[src/rtl/rtc_boot_pkg.sv]
// Package: shared types and command codes for the timekeeper startup block.
// Assumes the device decodes bit 0 of a command as read (1) / write (0).
package rtc_boot_pkg;

    // One serial access: direction, command byte, data byte for writes
    typedef struct packed {
        logic       rd;
        logic [7:0] cmd;
        logic [7:0] wdat;
    } xfer_t;

    localparam logic [7:0] CMD_CTRL_WR = 8'h8E;
    localparam logic [7:0] CMD_RAM0_WR = 8'hC0;
    localparam logic [7:0] CMD_RAM0_RD = 8'hC1;
    localparam logic [7:0] CMD_TCS_WR  = 8'h90;
    localparam logic [7:0] CMD_SEC_RD  = 8'h81;
    localparam logic [7:0] CMD_SEC_WR  = 8'h80;
    localparam logic [7:0] WP_OFF      = 8'h00;
    localparam logic [7:0] WP_ON       = 8'h80;

    localparam int unsigned NUM_STEPS   = 11;
    localparam int unsigned STEP_W      = $clog2(NUM_STEPS);
    localparam int unsigned STEP_PROBE  = 2;
    localparam int unsigned STEP_SECRD  = 7;

    typedef enum logic [2:0] {
        L_IDLE, L_SETUP, L_CMD, L_DATA, L_HOLD, L_GAP
    } link_st_t;

    typedef enum logic [1:0] {
        Q_IDLE, Q_ISSUE, Q_WAIT
    } seq_st_t;

endpackage

[src/rtl/rtc_boot_shifter.sv]
// Byte shifter: moves one byte LSB first over the serial clock/data pins.
// Write: data set while the clock is low, device latches on the rise.
// Read: a bit is sampled at the end of each low phase.
// Assumes go_i is pulsed only while idle; HALF_CYC >= 1 clocks per phase.
module rtc_boot_shifter #(
    parameter int unsigned HALF_CYC = 2
) (
    input  logic       clk,
    input  logic       rst_n,
    input  logic       go_i,
    input  logic       dir_out_i,
    input  logic [7:0] byte_i,
    input  logic       dat_i,
    output logic       sclk_o,
    output logic       dat_o,
    output logic       oe_o,
    output logic [7:0] byte_o,
    output logic       fin_o
);
    localparam int unsigned CW = (HALF_CYC > 1) ? $clog2(HALF_CYC) : 1;
    localparam logic [CW-1:0] CNT_LAST = CW'(HALF_CYC - 1);

    logic          active_q;
    logic          phase_q;
    logic          dir_q;
    logic [2:0]    idx_q;
    logic [CW-1:0] cnt_q;
    logic [7:0]    sh_q;
    logic          fin_q;
    logic          tick;

    assign tick = (cnt_q == CNT_LAST);

    // Phase timing, bit counting and shift register update
    always_ff @(posedge clk) begin
        if (!rst_n) begin
            active_q <= 1'b0;
            phase_q  <= 1'b0;
            dir_q    <= 1'b0;
            idx_q    <= '0;
            cnt_q    <= '0;
            sh_q     <= '0;
            fin_q    <= 1'b0;
        end else begin
            fin_q <= 1'b0;
            if (go_i) begin
                active_q <= 1'b1;
                phase_q  <= 1'b0;
                dir_q    <= dir_out_i;
                idx_q    <= '0;
                cnt_q    <= '0;
                sh_q     <= byte_i;
            end else if (active_q) begin
                if (tick) begin
                    cnt_q <= '0;
                    if (!phase_q) begin
                        phase_q <= 1'b1;
                        if (!dir_q) begin
                            sh_q <= {dat_i, sh_q[7:1]};
                        end
                    end else begin
                        phase_q <= 1'b0;
                        if (dir_q) begin
                            sh_q <= {1'b0, sh_q[7:1]};
                        end
                        if (idx_q == 3'd7) begin
                            active_q <= 1'b0;
                            fin_q    <= 1'b1;
                        end else begin
                            idx_q <= idx_q + 3'd1;
                        end
                    end
                end else begin
                    cnt_q <= cnt_q + CW'(1);
                end
            end
        end
    end

    assign sclk_o = active_q & phase_q;
    assign oe_o   = active_q & dir_q;
    assign dat_o  = active_q & dir_q & sh_q[0];
    assign byte_o = sh_q;
    assign fin_o  = fin_q;

endmodule

[src/rtl/rtc_boot_link.sv]
// Access framer: runs one command byte and one data byte inside a chip
// enable window, with a setup guard, a hold guard and an idle gap.
// Assumes req_i is pulsed only when the previous access has been acked.
module rtc_boot_link
    import rtc_boot_pkg::*;
#(
    parameter int unsigned HALF_CYC  = 2,
    parameter int unsigned GUARD_CYC = 3
) (
    input  logic       clk,
    input  logic       rst_n,
    input  logic       req_i,
    input  xfer_t      xfer_i,
    output logic       ack_o,
    output logic [7:0] rdata_o,
    output logic       ce_o,
    output logic       sclk_o,
    output logic       dat_o,
    output logic       oe_o,
    input  logic       dat_i
);
    localparam int unsigned GW = (GUARD_CYC > 1) ? $clog2(GUARD_CYC) : 1;
    localparam logic [GW-1:0] G_LAST = GW'(GUARD_CYC - 1);

    link_st_t      st_q;
    xfer_t         xfer_q;
    logic [GW-1:0] gcnt_q;
    logic          gdone;
    logic          ack_q;
    logic [7:0]    rdata_q;
    logic          go;
    logic          dir_out;
    logic [7:0]    sh_byte;
    logic [7:0]    sh_rx;
    logic          sh_fin;

    assign gdone = (gcnt_q == G_LAST);

    // Start the shifter at the end of setup and after the command byte
    always_comb begin
        go      = ((st_q == L_SETUP) && gdone) || ((st_q == L_CMD) && sh_fin);
        dir_out = (st_q == L_SETUP) ? 1'b1 : !xfer_q.rd;
        sh_byte = (st_q == L_SETUP) ? xfer_q.cmd : xfer_q.wdat;
    end

    // Access framing state machine
    always_ff @(posedge clk) begin
        if (!rst_n) begin
            st_q    <= L_IDLE;
            xfer_q  <= '0;
            gcnt_q  <= '0;
            ack_q   <= 1'b0;
            rdata_q <= '0;
        end else begin
            ack_q <= 1'b0;
            unique case (st_q)
                L_IDLE: begin
                    if (req_i) begin
                        xfer_q <= xfer_i;
                        gcnt_q <= '0;
                        st_q   <= L_SETUP;
                    end
                end
                L_SETUP: begin
                    if (gdone) st_q <= L_CMD;
                    else       gcnt_q <= gcnt_q + GW'(1);
                end
                L_CMD: begin
                    if (sh_fin) st_q <= L_DATA;
                end
                L_DATA: begin
                    if (sh_fin) begin
                        rdata_q <= sh_rx;
                        gcnt_q  <= '0;
                        st_q    <= L_HOLD;
                    end
                end
                L_HOLD: begin
                    if (gdone) begin
                        gcnt_q <= '0;
                        st_q   <= L_GAP;
                    end else begin
                        gcnt_q <= gcnt_q + GW'(1);
                    end
                end
                L_GAP: begin
                    if (gdone) begin
                        ack_q <= 1'b1;
                        st_q  <= L_IDLE;
                    end else begin
                        gcnt_q <= gcnt_q + GW'(1);
                    end
                end
                default: st_q <= L_IDLE;
            endcase
        end
    end

    rtc_boot_shifter #(.HALF_CYC(HALF_CYC)) u_shift (
        .clk       (clk),
        .rst_n     (rst_n),
        .go_i      (go),
        .dir_out_i (dir_out),
        .byte_i    (sh_byte),
        .dat_i     (dat_i),
        .sclk_o    (sclk_o),
        .dat_o     (dat_o),
        .oe_o      (oe_o),
        .byte_o    (sh_rx),
        .fin_o     (sh_fin)
    );

    assign ce_o    = (st_q == L_SETUP) || (st_q == L_CMD) ||
                     (st_q == L_DATA)  || (st_q == L_HOLD);
    assign ack_o   = ack_q;
    assign rdata_o = rdata_q;

endmodule

[src/rtl/rtc_boot_seq.sv]
// Startup sequencer: steps through the probe, trickle and clock-start
// accesses. It stops early when the scratch read-back differs from MAGIC.
// Assumes ack_i arrives once per req_o and rdata_i is valid with it.
module rtc_boot_seq
    import rtc_boot_pkg::*;
#(
    parameter logic [3:0] TRICKLE_HI = 4'hA,
    parameter logic [7:0] MAGIC      = 8'h42
) (
    input  logic       clk,
    input  logic       rst_n,
    input  logic       start_i,
    input  logic [3:0] sel_i,
    output logic       req_o,
    output xfer_t      xfer_o,
    input  logic       ack_i,
    input  logic [7:0] rdata_i,
    output logic       busy_o,
    output logic       done_o,
    output logic       present_o
);
    localparam logic [STEP_W-1:0] LAST_STEP = STEP_W'(NUM_STEPS - 1);
    localparam logic [STEP_W-1:0] PROBE_RD  = STEP_W'(STEP_PROBE);
    localparam logic [STEP_W-1:0] SEC_RD    = STEP_W'(STEP_SECRD);

    seq_st_t           st_q;
    logic [STEP_W-1:0] step_q;
    logic [3:0]        sel_q;
    logic [7:0]        sec_q;
    logic              busy_q;
    logic              done_q;
    logic              present_q;

    // Access for a given step of the startup routine
    function automatic xfer_t step_xfer(input logic [STEP_W-1:0] s,
                                        input logic [3:0] sel,
                                        input logic [7:0] sec);
        xfer_t x;
        x = '{rd: 1'b0, cmd: CMD_CTRL_WR, wdat: WP_OFF};
        case (s)
            STEP_W'(1):  x = '{rd: 1'b0, cmd: CMD_RAM0_WR, wdat: MAGIC};
            STEP_W'(2):  x = '{rd: 1'b1, cmd: CMD_RAM0_RD, wdat: 8'h00};
            STEP_W'(3):  x = '{rd: 1'b0, cmd: CMD_CTRL_WR, wdat: WP_ON};
            STEP_W'(5):  x = '{rd: 1'b0, cmd: CMD_TCS_WR,  wdat: {TRICKLE_HI, sel}};
            STEP_W'(6):  x = '{rd: 1'b0, cmd: CMD_CTRL_WR, wdat: WP_ON};
            STEP_W'(7):  x = '{rd: 1'b1, cmd: CMD_SEC_RD,  wdat: 8'h00};
            STEP_W'(9):  x = '{rd: 1'b0, cmd: CMD_SEC_WR,  wdat: {1'b0, sec[6:0]}};
            STEP_W'(10): x = '{rd: 1'b0, cmd: CMD_CTRL_WR, wdat: WP_ON};
            default:     x = '{rd: 1'b0, cmd: CMD_CTRL_WR, wdat: WP_OFF};
        endcase
        return x;
    endfunction

    // Step control and result reporting
    always_ff @(posedge clk) begin
        if (!rst_n) begin
            st_q      <= Q_IDLE;
            step_q    <= '0;
            sel_q     <= '0;
            sec_q     <= '0;
            busy_q    <= 1'b0;
            done_q    <= 1'b0;
            present_q <= 1'b0;
        end else begin
            done_q <= 1'b0;
            unique case (st_q)
                Q_IDLE: begin
                    if (start_i) begin
                        step_q <= '0;
                        sel_q  <= sel_i;
                        busy_q <= 1'b1;
                        st_q   <= Q_ISSUE;
                    end
                end
                Q_ISSUE: st_q <= Q_WAIT;
                Q_WAIT: begin
                    if (ack_i) begin
                        if (step_q == PROBE_RD && rdata_i != MAGIC) begin
                            busy_q    <= 1'b0;
                            done_q    <= 1'b1;
                            present_q <= 1'b0;
                            st_q      <= Q_IDLE;
                        end else if (step_q == LAST_STEP) begin
                            busy_q    <= 1'b0;
                            done_q    <= 1'b1;
                            present_q <= 1'b1;
                            st_q      <= Q_IDLE;
                        end else begin
                            if (step_q == SEC_RD) sec_q <= rdata_i;
                            step_q <= step_q + STEP_W'(1);
                            st_q   <= Q_ISSUE;
                        end
                    end
                end
                default: st_q <= Q_IDLE;
            endcase
        end
    end

    assign req_o     = (st_q == Q_ISSUE);
    assign xfer_o    = step_xfer(step_q, sel_q, sec_q);
    assign busy_o    = busy_q;
    assign done_o    = done_q;
    assign present_o = present_q;

endmodule

[src/rtl/rtc_boot.sv]
// Top: timekeeper presence probe and startup sequencer over a three-wire
// serial link. Assumes the device drives data only while output enable is low.
module rtc_boot
    import rtc_boot_pkg::*;
#(
    parameter int unsigned HALF_CYC   = 2,
    parameter int unsigned GUARD_CYC  = 3,
    parameter logic [3:0]  TRICKLE_HI = 4'hA,
    parameter logic [7:0]  MAGIC      = 8'h42
) (
    input  logic       clk,
    input  logic       rst_n,
    input  logic       start_i,
    input  logic [3:0] trickle_sel_i,
    output logic       rtc_ce_o,
    output logic       rtc_sclk_o,
    output logic       rtc_io_o,
    output logic       rtc_io_oe_o,
    input  logic       rtc_io_i,
    output logic       busy_o,
    output logic       done_o,
    output logic       present_o
);
    logic       req;
    xfer_t      xfer;
    logic       ack;
    logic [7:0] rdata;

    rtc_boot_seq #(.TRICKLE_HI(TRICKLE_HI), .MAGIC(MAGIC)) u_seq (
        .clk       (clk),
        .rst_n     (rst_n),
        .start_i   (start_i),
        .sel_i     (trickle_sel_i),
        .req_o     (req),
        .xfer_o    (xfer),
        .ack_i     (ack),
        .rdata_i   (rdata),
        .busy_o    (busy_o),
        .done_o    (done_o),
        .present_o (present_o)
    );

    rtc_boot_link #(.HALF_CYC(HALF_CYC), .GUARD_CYC(GUARD_CYC)) u_link (
        .clk     (clk),
        .rst_n   (rst_n),
        .req_i   (req),
        .xfer_i  (xfer),
        .ack_o   (ack),
        .rdata_o (rdata),
        .ce_o    (rtc_ce_o),
        .sclk_o  (rtc_sclk_o),
        .dat_o   (rtc_io_o),
        .oe_o    (rtc_io_oe_o),
        .dat_i   (rtc_io_i)
    );

endmodule

[config.mk]
export PLATFORM = sky130hd
export DESIGN_NAME = rtc_boot
export DESIGN_NICKNAME = d
export VERILOG_FILES = /design/src/rtl/rtc_boot_pkg.sv /design/src/rtl/rtc_boot_shifter.sv /design/src/rtl/rtc_boot_link.sv /design/src/rtl/rtc_boot_seq.sv /design/src/rtl/rtc_boot.sv
export SDC_FILE = /design/constraint.sdc
export NUM_CORES = 1
export LEC_CHECK = 0
export BUFFER_PORTS_ARGS = -buffer_cell sky130_fd_sc_hd__clkbuf_2
export CORE_ASPECT_RATIO = 0.6
export CORE_UTILIZATION = 60
export CTS_BUF_LIST = sky130_fd_sc_hd__clkbuf_16
export CTS_CLUSTER_SIZE = 14
export DETAILED_ROUTE_END_ITERATION = 8
export PLACE_DENSITY = 0.83
export SLEW_MARGIN = 40
export SYNTH_ARGS = -nofsm -noshare
export SYNTH_HDL_FRONTEND = slang
export SYNTH_SLANG_ARGS = --single-unit
export TNS_END_PERCENT = 5
[constraint.sdc]
create_clock -name clk -period 2.5 [get_ports clk]
set_input_delay 0.125 -clock clk [delete_from_list [all_inputs] [get_ports clk]]
set_output_delay 0.125 -clock clk [all_outputs]
set_load 0.02 [all_outputs]
==> results of run 1 <==
## flip-flops by register name (all words and copies together), names as in the netlist, 2 cells and up
signal	count
u_link.rdata_o	8
u_link.u_shift.idx_q	3
u_link.st_q	3
u_seq.sel_q	4
u_link.xfer_q	13
u_seq.step_q	4
u_link.u_shift.byte_o	8
u_seq.sec_q	7
u_link.gcnt_q	2
u_seq.st_q	2
## cells by family after synthesis
kind of cell    after synthesis  share of synthesized area, %
fa+ha+maj                     8                          3.43
compound gates               75                          15.4
buf+inv                      28                          3.78
xor+xnor                      5                          1.50
simple gates                136                          23.0
mux                          27                          9.57
flops                        63                          43.2
## critical path: cells and delay by family (launching register included)
| family | cells | cell delay [ns] |
|---|---|---|
| compound gates | 1 | 0.58 |
| simple gates | 3 | 0.72 |
| flops | 1 | 0.62 |
## cell type report
class                   instances  area [um2]
fillers                       347        1340
inverters                       7        26.3
repair buffers                 18         100
well taps                      63        78.8
flip-flops and latches         63        1260
clock inverters                 7        31.3
multi-input cells             251        1550
clock buffers                   9         225
## power by group
| part | internal, mW | leakage (nW) | switching (mW) |
|---|---|---|---|
| clock | 0.649 | 0.127 | 0.423 |
| combinational | 0.0347 | 0.580 | 0.0644 |
| sequential | 1.02 | 0.509 | 0.0131 |
| total | 1.70 | 1.22 | 0.501 |
## path summary, 6_finish.rpt
kind | to | cells after the start | start | slack (ns)
worst max register to register | u_link.u_shift.phase_q | 4 | u_link.st_q[0] | 0.51
worst min register to register | u_seq.sel_q[1] | 2 | u_seq.sel_q[1] | 0.46
worst min-delay path | u_seq.sel_q[1] | 3 | trickle_sel_i[1] | 0.02
worst max-delay path | u_link.u_shift.phase_q | 4 | u_link.st_q[0] | 0.51
## through the flow
stage          power (mW)  cell area [um2]  instances
6_report             2.20             3270        418
5_1_grt              2.27             3270        418
4_1_cts              2.21             3270        418
3_5_place_dp         1.15             3010        402
3_3_place_gp         1.14             3010        402
2_1_floorplan        1.12             2920        342
## layer usage
| metal | vias up | share of wire [%] | GRT usage [%] |
|---|---|---|---|
| li1 | 1207 | - | - |
| met1 | 1176 | 48 | 41.3 |
| met2 | 92 | 43 | 38.6 |
| met3 | 6 | 8.3 | 10.4 |
| met4 | 0 | 0.71 | 6.70 |
| met5 | - | 0 | 0 |
## cell usage after synthesis (3+ instances only)
library cell	instances	area share (%)
and3b_1	3	0.90
mux2_2	7	2.7
nor2_1	23	3.0
a22o_1	3	0.90
mux2i_1	20	6.9
o21ai_0	12	2.1
clkbuf_1	16	2.1
nand3_1	13	2.2
dfxtp_1	63	43
nand2b_1	6	1.3
a211o_1	4	1.2
nand2_1	57	7.3
xor2_1	3	0.90
buf_2	4	0.69
nor2b_1	7	1.5
and2_1	6	1.3
a21oi_1	40	6.9
and3_1	3	0.64
ha_1	8	3.4
nand3b_1	3	0.77
inv_1	6	0.77
==> run_results.csv, run 1 <==
group,metric,value,unit
timing,finalSetupTns,0,ns
route,drc,0,
die,dieArea,0.00515,mm2
clock_network,cts_tree,"built",
die,start_util,63.2,%
clock_network,cts_buffers,9,
clock_network,cts_sinks,63,
clock_network,path_clk_slew,0.05,ns
cells_and_area,n_antenna_cell,0,
timing,worst_pin_slew,0.669,ns
cells_and_area,layout_common_cells,"dfxtp_1, nand2_1, a21oi_1",
setup_path,crit_type,"flip-flop to flip-flop",
synth,synth_nets,358,
synth,synth-main-ff-cell,"dfxtp_1",
timing,rsz0062_at_grt,"false",
cells_and_area,nNetsFinal,366,
global_routing,grt_usage,28.1,%
setup_path,end_kind,"flip-flop",
synth,ys_types,46,
timing,slew_headroom,55.2,%
synth,synthCells,342,
route,wl,6480,um
cells_and_area,layout-drive-gt1-share,11.5,%
global_routing,grt_start_max_net_pins,38,
setup_path,worstPathCellList,"nand4bb_1 -> o31a_1 -> nand2_1 -> nor2_1",
timing,clock.fmax,503,MHz
route,num_vias,2481,
die,die_w,92.0,um
timing,slew_violations,0,
die,row_count,19,
placement,hpwlAfterDp,4450,um
route,first_pass_iters,8,
setup_path,cp_max_fo,19,
timing,min_period_over_period,79.5,%
clock_network,htreeDepth,3,
timing,finalSetupViolCount,0,
timing,layout_min_cycle_time,1.99,ns
global_routing,antenna_found_initial,0,
clock_network,cts_root_buffer,"clkbuf_16",
synth,ys_seq_area_share,43.2,%
timing,fin_ws,0.512,ns
route,drtIter0Drc,218,
synth,avgSynthCellArea,8.53,um2
placement,place_ws,0.615,ns
die,ios,15,
synth,synth_edf_count,0,
cells_and_area,final_common_cell,"dfxtp_1",
timing,fin_hold_ws,0.0159,ns
clock_network,clockBufferDepth,2,
power_and_ir_drop,p_leak,1.22,nW
global_routing,grt_pass1_wl,11000,um
placement,place.gp.congestion,0.834,
cells_and_area,final_util,70.9,%
global_routing,grt_pass1_vias,2250,
timing,finalClockSkew,0.00369,ns
synth,synth.cell_area,0.00292,mm2
hold_path,hold_path.class,"primary input to flip-flop",
flow_run,cap_violations,0,
global_routing,gr-total-overflow,0,
setup_path,critPathSlowestCell,"dfxtp_1",
setup_path,worstPathArrival,2.24,ns
status,status,"completed",
cells_and_area,syn2layout_area_growth,12.1,%
synth,ys_seq_elements,63,
clock_network,cts_hold_buffers,0,
die,die_y,56.0,um
route,vias_per_cell,5.94,
power_and_ir_drop,power.density,674,mW/mm2
timing,finalHoldViolations,0,
synth,ys_async_sr_fraction,0,%
clock_network,postCtsSetupRepairBufs,0,
clock_network,worstSkewPairLatency,0.33,ns
clock_network,ctsResizeCount,0,
setup_path,slowest_delay,0.62,ns
power_and_ir_drop,vdd_ir_drop_max,372,uV
placement,numPortBuffers,14,
die,core_area,0.00461,mm2
synth,yosys_warnings,0,
setup_path,worst_setup_path_start_kind,"flip-flop",
setup_path,critical_path_required,2.75,ns
route,routedWlPerCell,15.5,um
route,ant_nets,0,
Power figures use the tool's default switching activity.
==> run 2: changes to the inputs <==
==> constraint.sdc (replaced) <==
create_clock -name clk -period 1.89 [get_ports clk]
set_input_delay 0.0945 -clock clk [delete_from_list [all_inputs] [get_ports clk]]
set_output_delay 0.0945 -clock clk [all_outputs]
set_load 0.02 [all_outputs]
==> run_results.csv, run 2 (synthesis gave the netlist of run 1 again) <==
group,metric,value,unit
timing,slew_violations,0,
timing,finalHoldViolations,0,
cells_and_area,n_fill_cell,350,
global_routing,antenna_found_initial,0,
cells_and_area,final_common_cell,"dfxtp_1",
power_and_ir_drop,power.density,899,mW/mm2
cells_and_area,layout-drive-gt1-share,13.4,%
power_and_ir_drop,vdd_ir_drop_max,559,uV
clock_network,htreeDepth,3,
cells_and_area,regMostFlops,"u_link.xfer_q",
route,drc,0,
route,drtIter0Drc,204,
clock_network,path_clk_slew,0.05,ns
clock_network,worstSkewPairLatency,0.32,ns
die,core_area,0.00461,mm2
status,status,"completed",
clock_network,cts_root_buffer,"clkbuf_16",
cells_and_area,layout_common_cells,"dfxtp_1, nand2_1, a21oi_1",
timing,clock.fmax,568,MHz
timing,fin_hold_ws,0.00785,ns
timing,worst_pin_slew,0.503,ns
cells_and_area,final_cells,429,
timing,finalSetupTns,0,ns
global_routing,gr-total-overflow,0,
setup_path,worst_setup_path_start_kind,"flip-flop",
placement,hpwlAfterDp,4440,um
placement,dp_cells,410,
timing,finalClockSkew,0.00486,ns
clock_network,cts_tree,"built",
setup_path,critPathBufInv,0,
setup_path,worstPathCellList,"or4_1 -> or3_4 -> a21boi_2 -> mux2i_1",
route,wl,6510,um
die,dieArea,0.00515,mm2
cells_and_area,syn2layout_area_growth,16.4,%
power_and_ir_drop,p_leak,1.29,nW
die,die_y,56.0,um
global_routing,grt_usage,27.8,%
setup_path,critical_path_required,2.15,ns
route,routedWlPerCell,15.2,um
clock_network,clockBufferDepth,2,
clock_network,cts_buffers,9,
timing,slew_headroom,66.4,%
placement,numPortBuffers,14,
hold_path,hold_path.class,"primary input to flip-flop",
flow_run,cap_violations,0,
setup_path,slowest_delay,0.54,ns
cells_and_area,largest_reg_flops,13,
die,ios,15,
timing,layout_min_cycle_time,1.76,ns
timing,finalSetupViolCount,0,
placement,place_area,0.00308,mm2
cells_and_area,nNetsFinal,377,
route,vias_per_cell,5.82,
setup_path,critPathSlowestCell,"or4_1",
die,start_util,63.2,%
cells_and_area,stdcell_area,0.00340,mm2
setup_path,cp_max_fo,3,
route,num_vias,2497,
setup_path,critPathTopFamily,"simple AND/OR/NAND/NOR gates",
placement,place.gp.congestion,0.843,
clock_network,cts_sinks,63,
global_routing,grt_pass1_vias,2176,
cells_and_area,n_antenna_cell,0,
global_routing,grt_start_max_net_pins,35,
setup_path,crit_type,"flip-flop to flip-flop",
timing,min_period_over_period,93.2,%
die,row_count,19,
setup_path,end_kind,"flip-flop",
route,ant_nets,0,
die,die_w,92.0,um
clock_network,postCtsSetupRepairBufs,0,
global_routing,grt_pass1_wl,10900,um
route,first_pass_iters,5,
setup_path,worstPathArrival,2.02,ns
timing,rsz0062_at_grt,"false",
-- run 2: cell types whose count changed in the layout (fill, tap and decap cells not counted) --
cell,change
buf_4,+7
dlygate4sd3_1,+3
buf_12,+1
bufinv_16,+1
clkinv_1,-1
clkinv_2,-1
inv_1,+1
o21ai_0,-1
o21ai_1,+1
-- run 2: path summary, 6_finish.rpt --
| check | startpoint | to | slack, ns | depth (start not counted) |
|---|---|---|---|---|
| setup reg to reg | u_link.rdata_o[3] | u_seq.step_q[0] | 0.13 | 4 |
| hold reg to reg | u_seq.sel_q[1] | u_seq.sel_q[1] | 0.46 | 2 |
| setup / recovery | u_link.rdata_o[3] | u_seq.step_q[0] | 0.13 | 4 |
| hold / removal | trickle_sel_i[0] | u_seq.sel_q[0] | 0.008 | 3 |
-- run 2: worst register-to-register path: stages (launching register included) --
cell and delay (ns):
dfxtp_1 0.32, or4_1 0.54, or3_4 0.42, a21boi_2 0.22, mux2i_1 0.19
-- run 2: cell type report --
class | count | area (um2) | area share (%)
inverters | 7 | 26.3 | 0.774
multi-input cells | 251 | 1550 | 45.5
repair buffers | 29 | 203 | 5.97
well taps | 63 | 78.8 | 2.32
flip-flops and latches | 63 | 1260 | 37.1
clock inverters | 7 | 56.3 | 1.66
clock buffers | 9 | 225 | 6.63
-- run 2: metrics by stage --
step                      util [%]  setup slack, ns  total power [mW]
after floorplan                  -            0.216              1.48
after global placement        66.9            0.180              1.52
after detailed placement      66.9            0.143              1.53
after CTS                     73.6            0.136              3.08
after global routing          73.6           0.0727              3.15
final                         73.6            0.129              3.05
-- run 2: per-layer routing --
metal	track usage, %	up-vias	routed length [um]
met2	40.5	84	2790
met3	8.61	16	424
met1	40.4	1170	3210
met4	6.03	0	84
met5	0	-	0
li1	-	1227	-
-- run 2: timing repair --
action / CTS / global route
resized for setup: 0 / 1
endpoints found under the hold margin: 3 / 0
endpoints found under the setup margin: 0 / 1
hold buffers: 3 / 0
-- run 2: where the power goes --
part           switching [mW]  internal, mW
Sequential             0.0121          1.35
Clock                   0.550         0.995
Combinational          0.0927        0.0548
Total                   0.655          2.40
==> run 3: changes to the inputs <==
--- a/config.mk
+++ b/config.mk
@@ -11,6 +11,7 @@
 export CTS_BUF_LIST = sky130_fd_sc_hd__clkbuf_16
 export CTS_CLUSTER_SIZE = 14
 export DETAILED_ROUTE_END_ITERATION = 8
+export MAX_ROUTING_LAYER = met4
 export PLACE_DENSITY = 0.83
 export SLEW_MARGIN = 40
 export SYNTH_ARGS = -nofsm -noshare
==> run_results.csv, run 3 (synthesis gave the netlist of run 1 again) <==
group,metric,value,unit
status,status,"completed",
global_routing,grt_pass1_wl,10900,um
setup_path,critPathSlowestCell,"or4_1",
die,core_area,0.00461,mm2
setup_path,worstPathCellList,"or4_1 -> or3_4 -> a21boi_2 -> mux2i_1",
setup_path,worstPathArrival,2.02,ns
cells_and_area,syn2layout_area_growth,16.4,%
timing,finalClockSkew,0.00563,ns
clock_network,cts_tree,"built",
cells_and_area,layout_common_cells,"dfxtp_1, nand2_1, a21oi_1",
hold_path,hold_path.class,"primary input to flip-flop",
cells_and_area,regMostFlops,"u_link.xfer_q",
flow_run,cap_violations,0,
clock_network,clockBufferDepth,2,
cells_and_area,final_common_cell,"dfxtp_1",
route,ant_nets,0,
setup_path,worst_setup_path_start_kind,"flip-flop",
setup_path,critPathTopFamily,"simple AND/OR/NAND/NOR gates",
hold_path,hold_path_end,"u_seq.sel_q[0]",
setup_path,critPathBufInv,0,
power_and_ir_drop,p_leak,1.29,nW
cells_and_area,n_antenna_cell,0,
timing,min_period_over_period,93.1,%
timing,slew_headroom,67.9,%
route,drtIter0Drc,209,
placement,dp_cells,410,
timing,fin_ws,0.130,ns
die,ios,15,
global_routing,grt_usage,28.7,%
die,die_y,56.0,um
placement,hpwlAfterDp,4440,um
global_routing,gr-total-overflow,0,
cells_and_area,largest_reg_flops,13,
setup_path,timing.rr.start,"u_link.rdata_o[3]",
timing,slew_violations,0,
cells_and_area,n_fill_cell,350,
cells_and_area,final_util,73.6,%
clock_network,path_clk_slew,0.05,ns
cells_and_area,stdcell_area,0.00340,mm2
placement,place_ws,0.143,ns
setup_path,crit_type,"flip-flop to flip-flop",
clock_network,cts_buffers,9,
timing,finalSetupViolCount,0,
clock_network,cts_sinks,63,
die,dieArea,0.00515,mm2
die,die_w,92.0,um
route,drc,0,
power_and_ir_drop,p_total,3.05,mW
hold_path,min_from,"trickle_sel_i[0]",
setup_path,critical_path_required,2.15,ns
setup_path,cp_max_fo,3,
timing,fin_hold_ws,0.00766,ns
placement,numPortBuffers,14,
placement,place.gp.congestion,0.856,
cells_and_area,final_cells,429,
global_routing,grt_pass1_vias,2175,
setup_path,end_kind,"flip-flop",
route,vias_per_cell,5.76,
setup_path,reg2reg_setup_slack,0.13,ns
placement,place_area,0.00308,mm2
route,wl,6500,um
setup_path,r2r_cells,4,
die,row_count,19,
timing,finalHoldViolations,0,
route,first_pass_iters,5,
clock_network,worstSkewPairLatency,0.32,ns
cells_and_area,nNetsFinal,377,
route,num_vias,2470,
route,routedWlPerCell,15.1,um
global_routing,antenna_found_initial,0,
timing,rsz0062_at_grt,"false",
global_routing,grt_start_max_net_pins,35,
cells_and_area,layout-drive-gt1-share,13.4,%
setup_path,reg2reg_to,"u_seq.step_q[0]",
setup_path,slowest_delay,0.54,ns
timing,layout_min_cycle_time,1.76,ns
die,start_util,63.2,%
clock_network,cts_root_buffer,"clkbuf_16",
timing,worst_pin_slew,0.481,ns
timing,finalSetupTns,0,ns
clock_network,htreeDepth,3,
timing,clock.fmax,568,MHz
hold_path,min_path_cells,3,
power_and_ir_drop,vdd_ir_drop_max,561,uV
power_and_ir_drop,power.density,900,mW/mm2
run 3: cell counts in the layout (fill, tap and decap cells not counted):
No cell type changed its count.
run 3: worst max-delay path by stage:
stage	from	end	slack, ns	cells after the start
global placement	u_link.rdata_o[3]	u_seq.step_q[2]	0.18	4
CTS	u_link.rdata_o[3]	u_seq.step_q[1]	0.14	4
finish	u_link.rdata_o[3]	u_seq.step_q[0]	0.13	4
floorplan	u_link.rdata_o[3]	u_seq.step_q[2]	0.22	4
global route	u_link.rdata_o[3]	u_seq.step_q[1]	0.07	4
detailed placement	u_link.rdata_o[3]	u_seq.step_q[0]	0.14	4
run 3: per-layer routing:
| metal | wire, um | global-route usage [%] |
|---|---|---|
| met1 | 3190 | 40.5 |
| met2 | 2800 | 40.5 |
| met3 | 448 | 8.61 |
| met4 | 63 | 6.03 |
| met5 | 0 | - |
run 3: power breakdown:
group	internal [mW]	total, mW	switching [mW]
Sequential	1.35	1.36	0.0120
Clock	0.995	1.55	0.552
Combinational	0.0548	0.148	0.0929
Total	2.40	3.05	0.657
run 3: layout make-up:
cell class,count,area (um2),area share [%]
Timing Repair Buffer,29,203,5.97
Tap cell,63,78.8,2.32
Multi-Input combinational cell,251,1550,45.5
Clock inverter,7,56.3,1.66
Clock buffer,9,225,6.63
Inverter,7,26.3,0.774
Sequential cell,63,1260,37.1
run 3: worst register-to-register path: stages, from the launching register on:
cell and delay, ns:
dfxtp_1 0.32, or4_1 0.55, or3_4 0.42, a21boi_2 0.22
mux2i_1 0.19
run 3: repair_timing:
| item | in CTS | in global routing |
|---|---|---|
| hold buffers | 3 | 0 |
| gates resized for setup | 0 | 1 |
| endpoints found under the hold margin | 3 | 0 |
| setup buffers | 0 | 0 |
| endpoints found under the setup margin | 0 | 1 |
